<file path="config.mk">
export PLATFORM = sky130hd
export DESIGN_NAME = offs_accum
export DESIGN_NICKNAME = d
export VERILOG_FILES = /design/src/rtl/offs_pkg.sv /design/src/rtl/offs_btn_edge.sv /design/src/rtl/offs_step_counter.sv /design/src/rtl/offs_sum.sv /design/src/rtl/offs_accum.sv
export SDC_FILE = /design/constraint.sdc
export NUM_CORES = 1
export LEC_CHECK = 0
export BUFFER_PORTS_ARGS = -buffer_cell sky130_fd_sc_hd__buf_2
export CAP_MARGIN = 40
export CORE_MARGIN = 8
export CORE_UTILIZATION = 30
export CTS_CLUSTER_DIAMETER = 30
export DETAILED_ROUTE_END_ITERATION = 10
export PLACE_DENSITY = 0.6
export SYNTH_ARGS = -nofsm -noshare
export SYNTH_HDL_FRONTEND = slang
export SYNTH_SLANG_ARGS = --single-unit
</file>
<file path="constraint.sdc">
create_clock -name clk -period 10.2 [get_ports clk]
set_input_delay 0 -clock clk [delete_from_list [all_inputs] [get_ports clk]]
set_output_delay 0 -clock clk [all_outputs]
set_load 0.01 [all_outputs]
</file>
<file path="src/rtl/offs_pkg.sv">
package offs_pkg;
  typedef enum logic [1:0] {
    STEP_HOLD = 2'd0,
    STEP_UP   = 2'd1,
    STEP_DOWN = 2'd2
  } step_e;
endpackage

</file>
<file path="src/rtl/offs_btn_edge.sv">
// One button: a single sampling register plus a history register.
// The history register is frozen while hold is high, so a pending
// rising edge stays visible on the next cycle.
module offs_btn_edge (
  input  logic clk,
  input  logic rst,
  input  logic btn,
  input  logic hold,
  output logic changed,
  output logic rise
);
  logic btn_q;
  logic prev_q;

  always_ff @(posedge clk) begin
    if (rst) begin
      btn_q  <= 1'b0;
      prev_q <= 1'b0;
    end else begin
      btn_q <= btn;
      if (!hold) prev_q <= btn_q;
    end
  end

  assign changed = btn_q ^ prev_q;
  assign rise    = btn_q & ~prev_q;
endmodule

</file>
<file path="src/rtl/offs_step_counter.sv">
// Saturating up/down step counter between 0 and CNT_MAX.
module offs_step_counter
  import offs_pkg::*;
#(
  parameter int CNT_MAX = 512,
  parameter int CNT_W   = $clog2(CNT_MAX + 1)
) (
  input  logic             clk,
  input  logic             rst,
  input  step_e            step,
  output logic [CNT_W-1:0] count
);
  localparam logic [CNT_W-1:0] TOP = CNT_W'(CNT_MAX);

  logic [CNT_W-1:0] cnt_q;
  logic [CNT_W-1:0] cnt_d;

  always_comb begin
    cnt_d = cnt_q;
    unique case (step)
      STEP_UP:   if (cnt_q != TOP)        cnt_d = cnt_q + CNT_W'(1);
      STEP_DOWN: if (cnt_q != '0)         cnt_d = cnt_q - CNT_W'(1);
      default:   cnt_d = cnt_q;
    endcase
  end

  always_ff @(posedge clk) begin
    if (rst) cnt_q <= '0;
    else     cnt_q <= cnt_d;
  end

  assign count = cnt_q;
endmodule

</file>
<file path="src/rtl/offs_sum.sv">
// Offset register, reloaded from the count every clock, and the sample adder.
module offs_sum #(
  parameter int DATA_W = 16,
  parameter int CNT_W  = 10
) (
  input  logic              clk,
  input  logic              rst,
  input  logic [CNT_W-1:0]  count,
  input  logic [DATA_W-1:0] sample,
  output logic [CNT_W-1:0]  offset,
  output logic [DATA_W-1:0] result
);
  localparam int PAD_W = DATA_W - CNT_W;

  logic [CNT_W-1:0] ofs_q;

  always_ff @(posedge clk) begin
    if (rst) ofs_q <= '0;
    else     ofs_q <= count;
  end

  assign offset = ofs_q;
  assign result = sample + {{PAD_W{1'b0}}, ofs_q};
endmodule

</file>
<file path="src/rtl/offs_accum.sv">
module offs_accum
  import offs_pkg::*;
#(
  parameter int DATA_W  = 16,
  parameter int CNT_MAX = 512,
  localparam int CNT_W  = $clog2(CNT_MAX + 1)
) (
  input  logic              clk,
  input  logic              rst,
  input  logic              inc_btn,
  input  logic              dec_btn,
  input  logic              s_valid,
  output logic              s_ready,
  input  logic [DATA_W-1:0] s_data,
  output logic              m_valid,
  input  logic              m_ready,
  output logic [DATA_W-1:0] m_data
);
  localparam int NBTN = 2;

  logic [NBTN-1:0] btn_in;
  logic [NBTN-1:0] btn_hold;
  logic [NBTN-1:0] btn_chg;
  logic [NBTN-1:0] btn_rise;
  step_e           step;
  logic [CNT_W-1:0] cnt_w;
  logic [CNT_W-1:0] ofs_w;

  assign btn_in = {dec_btn, inc_btn};

  // Button 0 (raise) has priority; button 1 (lower) keeps its history
  // frozen while button 0 is changing, so its edge is deferred.
  for (genvar g = 0; g < NBTN; g++) begin : g_btn
    if (g == 0) begin : g_first
      assign btn_hold[g] = 1'b0;
    end else begin : g_later
      assign btn_hold[g] = |btn_chg[g-1:0];
    end
    offs_btn_edge u_edge (
      .clk    (clk),
      .rst    (rst),
      .btn    (btn_in[g]),
      .hold   (btn_hold[g]),
      .changed(btn_chg[g]),
      .rise   (btn_rise[g])
    );
  end

  always_comb begin
    if (btn_rise[0])                      step = STEP_UP;
    else if (btn_rise[1] && !btn_hold[1]) step = STEP_DOWN;
    else                                  step = STEP_HOLD;
  end

  offs_step_counter #(.CNT_MAX(CNT_MAX), .CNT_W(CNT_W)) u_cnt (
    .clk  (clk),
    .rst  (rst),
    .step (step),
    .count(cnt_w)
  );

  offs_sum #(.DATA_W(DATA_W), .CNT_W(CNT_W)) u_sum (
    .clk   (clk),
    .rst   (rst),
    .count (cnt_w),
    .sample(s_data),
    .offset(ofs_w),
    .result(m_data)
  );

  assign m_valid = s_valid;
  assign s_ready = m_ready;
endmodule

</file>
# Word-level counts from Yosys, hierarchy flattened
# Cells that the tools add are included.
[classes]
addsub = 3
n_reduce_logical = 5
bitwise = 5
eq_ne = 5
mux = 5
[op_table]
columns = ["cell", "count"]
rows = [
  ["10-bit two-way mux", 2],
  ["10-bit case mux with 2 select lines", 1],
  ["16-bit by 10-bit adder with 16-bit output", 1],
  ["10-bit by 1-bit adder with 10-bit output (second input constant)", 1],
  ["10-bit != test (second input constant)", 1],
  ["10-bit nonzero test", 1],
  ["10-bit by 1-bit subtractor with 10-bit output (second input constant)", 1],
  ["2-bit two-way mux", 2],
  ["2-bit by 1-bit != test with 1-bit output (second input constant)", 2],
  ["3-bit AND reduction", 1],
  ["1-bit bitwise AND", 2],
  ["2-bit by 1-bit == test with 1-bit output (second input constant)", 1],
  ["2-bit == test (second input constant)", 1],
  ["1-bit NOT", 2],
  ["2-bit nonzero test", 1],
  ["1-bit logical AND", 1],
  ["1-bit logical NOT", 1],
  ["1-bit bitwise XOR", 1],
]
[word_totals]
elab_cells = 29
input_bits = 22
regBits = 24
out_inout_bits = 18

# Longest topological paths before layout
# Gate-level depths: netlist of the first run.
[depth]
ltp_word = 8
ltp_mapped = 9
depth_no_buf = 9

# Cells and area by module
# A second synthesis of the first run with hierarchy kept.
[hier_totals]
hier_cells = 234
hier_area_um2 = 2008.2
[modules_own_cells]
columns = ["module", "area_each_um2", "cells_per_inst", "seq_area_each_um2", "instances"]
rows = [
  ["offs_step_counter", 1007.2, 125, 200.2, 1],
  ["offs_sum", 809.5, 89, 200.2, 1],
  ["offs_btn_edge", 80.1, 8, 40.0, 2],
  ["offs_accum", 31.3, 4, 0.0, 1],
]

# Least setup slack after synthesis of the first run
# No wires, ideal clock.
[synth_path]
path_kind = "register to register"
start = "register g_btn[0].u_edge.prev_q"
end = "register u_cnt.cnt_q[9], in the netlist u_cnt.count[9]"
stages_incl_launch_ff = 10
synth_period_minus_slack_ns = 3.239
required_ns = 10.065
slack_ns = 6.961
setup_ns = 0.135
n_path_buf = 0
t_arrival_ns = 3.104
cell_sequence = "dfxtp_1 -> inv_1 -> ha_1 -> nor4bb_1 -> ha_1 -> a21oi_1 -> o22ai_1 -> o41ai_1 -> mux2i_1 -> a21oi_1"
[synth_between]
elab_chain_cells = 8
word_cells_on_any_way = 14
classes_between = "eq/ne (4); mux (3); bitwise (3); reduce/logical (4)"
[synth_rtl]
columns = ["element", "line", "text"]
rows = [
  ["from (decl)", "offs_btn_edge.sv:13", "logic prev_q;"],
  ["from (signal assigned)", "offs_btn_edge.sv:21", "if (!hold) prev_q <= btn_q;"],
  ["1-bit bitwise XOR", "offs_btn_edge.sv:25", "assign changed = btn_q ^ prev_q;"],
  ["1-bit logical NOT", "offs_accum.sv:51", "else if (btn_rise[1] && !btn_hold[1]) step = STEP_DOWN;"],
  ["1-bit logical AND", "offs_accum.sv:51", ""],
  ["2-bit two-way mux", "offs_accum.sv:51", ""],
  ["2-bit two-way mux *", "offs_accum.sv:50", "if (btn_rise[0]) step = STEP_UP;"],
  ["2-bit == test or 2-bit by 1-bit == test with 1-bit output (tied branches)", "offs_step_counter.sv:20", "unique case (step)"],
  ["2-bit by 1-bit != test with 1-bit output (no line) or 2-bit nonzero test (tied branches)", "--", ""],
  ["3-bit AND reduction (no line)", "--", ""],
  ["to (signal assigned)", "offs_step_counter.sv:29", "else cnt_q <= cnt_d;"],
  ["to (decl)", "offs_step_counter.sv:15", "logic [CNT_W-1:0] cnt_q;"],
]
# Every way passes the cells marked *; elsewhere a longest branch is shown, timed or not.
# A chain may end at the register's enable or synchronous reset.

# Final worst setup path of the first run
# Ends and elaborated chain as after synthesis.

==> out/qor.txt, run 1 <==
VDD IR-drop max = 0.06483 mV
Initial DRC Count = 84
DRC viols = 0
Slew @ Worst Pin = 0.7724 ns
most frequent cell after synthesis = dfxtp_1
total die area = 8626 um^2
Post-CTS Setup Bufs = 0
Finished Layout Cells = 315
Pre-antenna DRT Iters = 4
worst rel slew slack = 48.51%
cell breakdown of the critical path = inv_1 > ha_1 > nor4bb_1 > buf_4 > ha_1 > a21oi_1 > o22ai_1 > o41ai_1 > mux2i_1 > a21oi_1
wire length of the first global-routing pass = 5.865 mm
critical path's slowest cell = o41ai_1
H-tree depth = 1
Slew Viols, Final = 0
post-synth top area share = 27.10%
min Tclk post-route = 2.664 ns
Synth area leaders = dfxtp_1 27%, ha_1 14%, xnor2_1 6.4%
CTS resizes = 0
CP max FO = 12
Post-Place Cells = 309
Min-Delay Path Class = in2out
Critical Path Max Stage Delay = 0.44 ns
top cells by count, synth = 24 x dfxtp_1, 20 x ha_1, 18 x nor2_1
Cells after Synth = 203
Hold Buf Count CTS = 2
routed len/inst = 11.03 um
Layout area overhead = 17.93%
syn avg cell area = 8.734 um^2
Mapped Nets = 247
Reg clk slew, reported paths = 0.08 ns
count of input and output buffers = 35
average vias per placed instance = 4.762
CP Data Arrival Time = 2.80 ns
initial antenna violation count = 0
PD cells = 131.4 nW/um^2
Die X = 92.88 um
Place WS = 7.554 ns
mapped cell area = 1773 um^2
CTS Buffer Depth = 2
Worst setup EP type = register
largest net degree at the start of global routing = 26
fill count = 622
Int Pwr = 184.4 uW
count of clock tree sinks = 24
GPL Wtd Cong = 0.8512
Setup-failing EPs final = 0
Yosys reg bits = 24
CTS tree = built
Core Box Area = 5816 um^2
number of synthesis warnings = 0
Main synth FF type = dfxtp_1
Layout Nets = 285
final total power = 274.7 uW
Seq pwr share = 40.5%
Chip Height = 92.88 um
async set-or-reset flop fraction in the synthesized netlist = 0%
hpwl dp = 2.889 mm
power share of the clock group = 22.8%
diode count = 0
Lkg Pwr = 0.9313 nW
number of global-route vias before repair = 1399
worst hold stages = 0
Core Util, Final = 35.95%
grt ovf = 0
final period utilization = 26.11%
f_max = 375.4 MHz
final instance area = 2091 um^2
via count = 1500
RSZ-0062 raised after global routing = false
number of flops mapped to enable cells by yosys = 0
largest area contributor in the netlist = dfxtp_1
Worst Reg-to-Reg Cells = 10
Comb pwr share = 36.7%
GR Util All Layers = 7.878%
final hold violations = 0
I/O pin count = 40
critical path type = reg2reg
Worst Skew = 0.001216 ns
layout cells sized above 1 = 19.58%
sequential-to-total area share from yosys stat = 27.10%
wirelength, routed = 3.476 mm
Final TNS setup = 0 ns
Num CTS Buffers = 3
Cell Area, Placed = 2016 um^2
worst hold slack = 0.000003930 ns
Core Rows = 28
Net Sw Frac = 32.87%
Root Driver = clkbuf_8
Initial Util = 30.49%
Synth cell types = 41
clk_lat worst skew = 0.26 ns
max_cap viols = 0
reported net switching power = 90.29 uW
status = complete, no violations
Post-DRT Antenna Nets = 0
Worst Slack Setup Final = 7.536 ns
startpoint types = register
Data required, critical path = 10.34 ns
[power groups by stage]
| stage | Combinational, mW | Clock [mW] | Sequential (mW) |
|---|---|---|---|
| detailed placement | 0.101 | 0 | 0.114 |
| global placement | 0.100 | 0 | 0.113 |
| global route | 0.113 | 0.0684 | 0.113 |
| CTS | 0.102 | 0.0647 | 0.111 |
| finish | 0.101 | 0.0625 | 0.111 |
| floorplan | 0.0792 | 0 | 0.111 |
[cell families after synthesis]
family / synth area share, %
flip-flops: 27.10
AO/OA/AOI/OAI: 20.82
XOR/XNOR: 9.386
buffers and inverters: 3.811
AND/OR/NAND/NOR: 19.05
multiplexers: 3.458
adder cells (fa/ha/maj): 16.37
[state kept, by name (all words and copies together) (netlist names)]
signal and count:
u_cnt.count 10, u_sum.offset 10, g_btn.u_edge.btn_q 2, g_btn.u_edge.prev_q 2
[path summary, 6_finish.rpt]
kind	slack, ns	startpoint	endpoint
worst max register to register	7.54	g_btn[0].u_edge.prev_q	u_cnt.count[9]
worst max-delay path	7.54	g_btn[0].u_edge.prev_q	u_cnt.count[9]
worst min-delay path	0.000004	s_valid	m_valid
worst min register to register	0.49	g_btn[0].u_edge.btn_q	g_btn[0].u_edge.prev_q
[metal layers]
| layer | part of all wire, % | up-vias | track usage, % | wire length, um |
|---|---|---|---|---|
| li1 | - | 804 | - | - |
| met1 | 47 | 657 | 8.940 | 1623 |
| met2 | 45 | 35 | 13.85 | 1554 |
| met3 | 7.2 | 4 | 1.699 | 249 |
| met4 | 1.4 | 0 | 3.356 | 49 |
| met5 | 0 | - | 0 | 0 |
[worst max-delay path: cells and delay by family, from the launching register on]
family	cells	cell delay [ns]
adder cells (fa/ha/maj)	2	0.56
AO/OA/AOI/OAI	4	0.87
AND/OR/NAND/NOR	1	0.29
buffers and inverters	2	0.28
multiplexers	1	0.23
flip-flops	1	0.31
[cell type report]
type                    instances  area, um^2  share of cell area (%)
clock buffers                   4       55.05                   2.633
inverters                       9       33.78                   1.616
multi-input cells             165        1225                   58.59
repair buffers                 38       202.7                   9.695
well taps                      75       93.84                   4.488
flip-flops and latches         24       480.5                   22.98
[cells in the final DEF, fill, tap and decap left out, types with 3 or more instances in the layout]
cell / count
a211oi_1: 4
a21o_1: 6
a21oi_1: 14
a31oi_1: 4
buf_2: 35
clkbuf_8: 4
dfxtp_1: 24
ha_1: 20
inv_1: 9
mux2i_1: 5
nand2_1: 7
nand2b_1: 6
nand3_1: 4
nor2_1: 18
nor2b_1: 13
o211ai_1: 3
o21ai_0: 11
o21bai_1: 3
xnor2_1: 13
xor2_1: 6
(Power assumes the default switching activity.)
==> inputs of run 2 (changes only) <==
clock period = 2.61 ns   (was 10.2 ns; I/O delays follow)
==> out/qor.txt, run 2 (synthesis results as in run 1) <==
grt ovf = 0 (unchanged)
GR Util All Layers = 8.741% (was 7.878%)
Initial Util = 30.49% (unchanged)
Worst Skew = 0.001708 ns (was 0.001216 ns)
max_cap viols = 0 (unchanged)
CTS Buffer Depth = 2 (unchanged)
Post-Place Cells = 314 (was 309)
min Tclk post-route = 2.486 ns (was 2.664 ns)
fill count = 592 (was 622)
CP max FO = 8 (was 12)
cell family with most CP delay = compound AO/OA/AOI/OAI gates (unchanged)
Worst R2R Start = g_btn[0].u_edge.prev_q (unchanged)
critical path's slowest cell = fa_2 (was o41ai_1)
wirelength, routed = 3.824 mm (was 3.476 mm)
I/O pin count = 40 (unchanged)
Post-DRT Antenna Nets = 0 (unchanged)
Layout area overhead = 27.66% (was 17.93%)
Chip Height = 92.88 um (unchanged)
number of global-route vias before repair = 1534 (was 1399)
Setup-failing EPs final = 0 (unchanged)
Core Box Area = 5816 um^2 (unchanged)
most common cell after layout, fill and taps aside = buf_2 (unchanged)
wire length of the first global-routing pass = 6.437 mm (was 5.865 mm)
Core Util, Final = 38.92% (was 35.95%)
GPL Wtd Cong = 0.8836 (was 0.8512)
Layout Nets = 294 (was 285)
hpwl dp = 3.040 mm (was 2.889 mm)
critical path type = reg2reg (unchanged)
f_max = 402.3 MHz (was 375.4 MHz)
routed len/inst = 11.80 um (was 11.03 um)
RSZ-0062 raised after global routing = false (unchanged)
Core Rows = 28 (unchanged)
average vias per placed instance = 4.852 (was 4.762)
Initial DRC Count = 76 (was 84)
clk_lat worst skew = 0.26 ns (about the same)
layout cells sized above 1 = 27.31% (was 19.58%)
Reg clk slew, reported paths = 0.08 ns (about the same)
DRC viols = 0 (unchanged)
final hold violations = 0 (unchanged)
most frequent cells in the layout = 35 x buf_2, 23 x dfxtp_1, 18 x nor2_1, 17 x ha_1 (was 35 x buf_2, 24 x dfxtp_1, 20 x ha_1, 18 x nor2_1, 14 x a21oi_1)
Slew Viols, Final = 0 (unchanged)
worst rel slew slack = 69.78% (was 48.51%)
Worst setup EP type = register (unchanged)
Data required, critical path = 2.75 ns (was 10.34 ns)
initial antenna violation count = 0 (unchanged)
CTS tree = built (unchanged)
Die X = 92.88 um (unchanged)
CP Data Arrival Time = 2.63 ns (was 2.80 ns)
cell breakdown of the critical path = inv_1 > ha_2 > nor4bb_4 > buf_6 > buf_4 > fa_2 > a21oi_4 > o22ai_2 > o31a_1 > o211ai_1 > o311ai_1 (was inv_1 > ha_1 > nor4bb_1 > buf_4 > ha_1 > a21oi_1 > o22ai_1 > o41ai_1 > mux2i_1 > a21oi_1)
status = complete, no violations (unchanged)
count of clock tree sinks = 24 (unchanged)
diode count = 0 (unchanged)
PD cells = 527.7 nW/um^2 (was 131.4 nW/um^2)
total die area = 8626 um^2 (unchanged)
Num CTS Buffers = 3 (unchanged)
Bufs and invs on worst path = 3 (was 2)
final period utilization = 95.25% (was 26.11%)
Critical Path Max Stage Delay = 0.38 ns (was 0.44 ns)
Pre-antenna DRT Iters = 6 (was 4)
Slew @ Worst Pin = 0.4533 ns (was 0.7724 ns)
Root Driver = clkbuf_8 (unchanged)
count of input and output buffers = 35 (unchanged)
Finished Layout Cells = 324 (was 315)
via count = 1572 (was 1500)
startpoint types = register (unchanged)
Lkg Pwr = 0.9947 nW (was 0.9313 nW)
Worst Hold Launch = s_valid (unchanged)
largest net degree at the start of global routing = 26 (unchanged)
VDD IR-drop max = 0.1958 mV (was 0.06483 mV)
crit path launch = g_btn[0].u_edge.prev_q (unchanged)
H-tree depth = 1 (unchanged)
Min-Delay Path Class = in2out (unchanged)
## run 2: power by group
| part | internal (mW) | switching [mW] | total [mW] |
|---|---|---|---|
| combinational | 0.210 | 0.227 | 0.437 |
| clock | 0.205 | 0.114 | 0.319 |
| sequential | 0.402 | 0.0366 | 0.439 |
| total | 0.817 | 0.377 | 1.19 |
## run 2: final cells by class
class | count | area, um^2 | share of cell area [%]
clock buffer | 3 | 41.29 | 1.824
clock inverter | 1 | 30.03 | 1.327
inverter | 9 | 33.78 | 1.493
multi-input combinational | 165 | 1309 | 57.82
sequential | 24 | 481.7 | 21.28
tap | 75 | 93.84 | 4.146
timing repair buffer | 47 | 274.0 | 12.11
## run 2: metrics by stage
| stage | hold WS [ns] | TNS [ns] | cell area, um^2 | power [mW] | setup WS (ns) |
|---|---|---|---|---|---|
| floorplan | 0.07161 | 0 | 1788 | 0.7480 | 0.07704 |
| global placement | 0.0001189 | -0.01756 | 2068 | 0.8491 | -0.01756 |
| detailed placement | 0.0001189 | -0.07529 | 2068 | 0.8531 | -0.07529 |
| CTS | 0.0001189 | 0 | 2177 | 1.182 | 0.0002922 |
| global route | 0.00002205 | 0 | 2263 | 1.272 | 0.0002400 |
| finish | 0.000003919 | 0 | 2263 | 1.194 | 0.1241 |
## run 2: per-layer routing
layer | up-vias | track usage (%) | part of all wire, %
met2 | 38 | 15.62 | 49
met5 | - | 0 | 0
met4 | 0 | 4.295 | 1.7
li1 | 816 | - | -
met1 | 714 | 9.573 | 43
met3 | 4 | 1.780 | 7.0
## run 2: worst reg2reg max path, cell delays in order (launching register included)
cell      delay (ns)
dfxtp_2         0.31
inv_1           0.07
ha_2            0.28
nor4bb_4        0.15
buf_6           0.14
buf_4           0.14
fa_2            0.38
a21oi_4         0.15
o22ai_2         0.10
o31a_1          0.34
o211ai_1        0.20
o311ai_1        0.11
## run 2: final timing paths
| check | end | slack, ns | cells after the start |
|---|---|---|---|
| worst min-delay path | m_valid | 0.000004 | 0 |
| worst max register to register | u_cnt.count[8] | 0.12 | 11 |
| worst min register to register | g_btn[0].u_edge.prev_q | 0.50 | 1 |
| worst max-delay path | u_cnt.count[8] | 0.12 | 11 |
## run 2: timing repair
| item | CTS | global route |
|---|---|---|
| pin swaps | 3 | 10 |
| resized for setup | 3 | 13 |
| endpoints found under the setup margin | 1 | 4 |
| setup buffers | 0 | 5 |
| endpoints found under the hold margin | 2 | 0 |
| hold buffers | 2 | 0 |
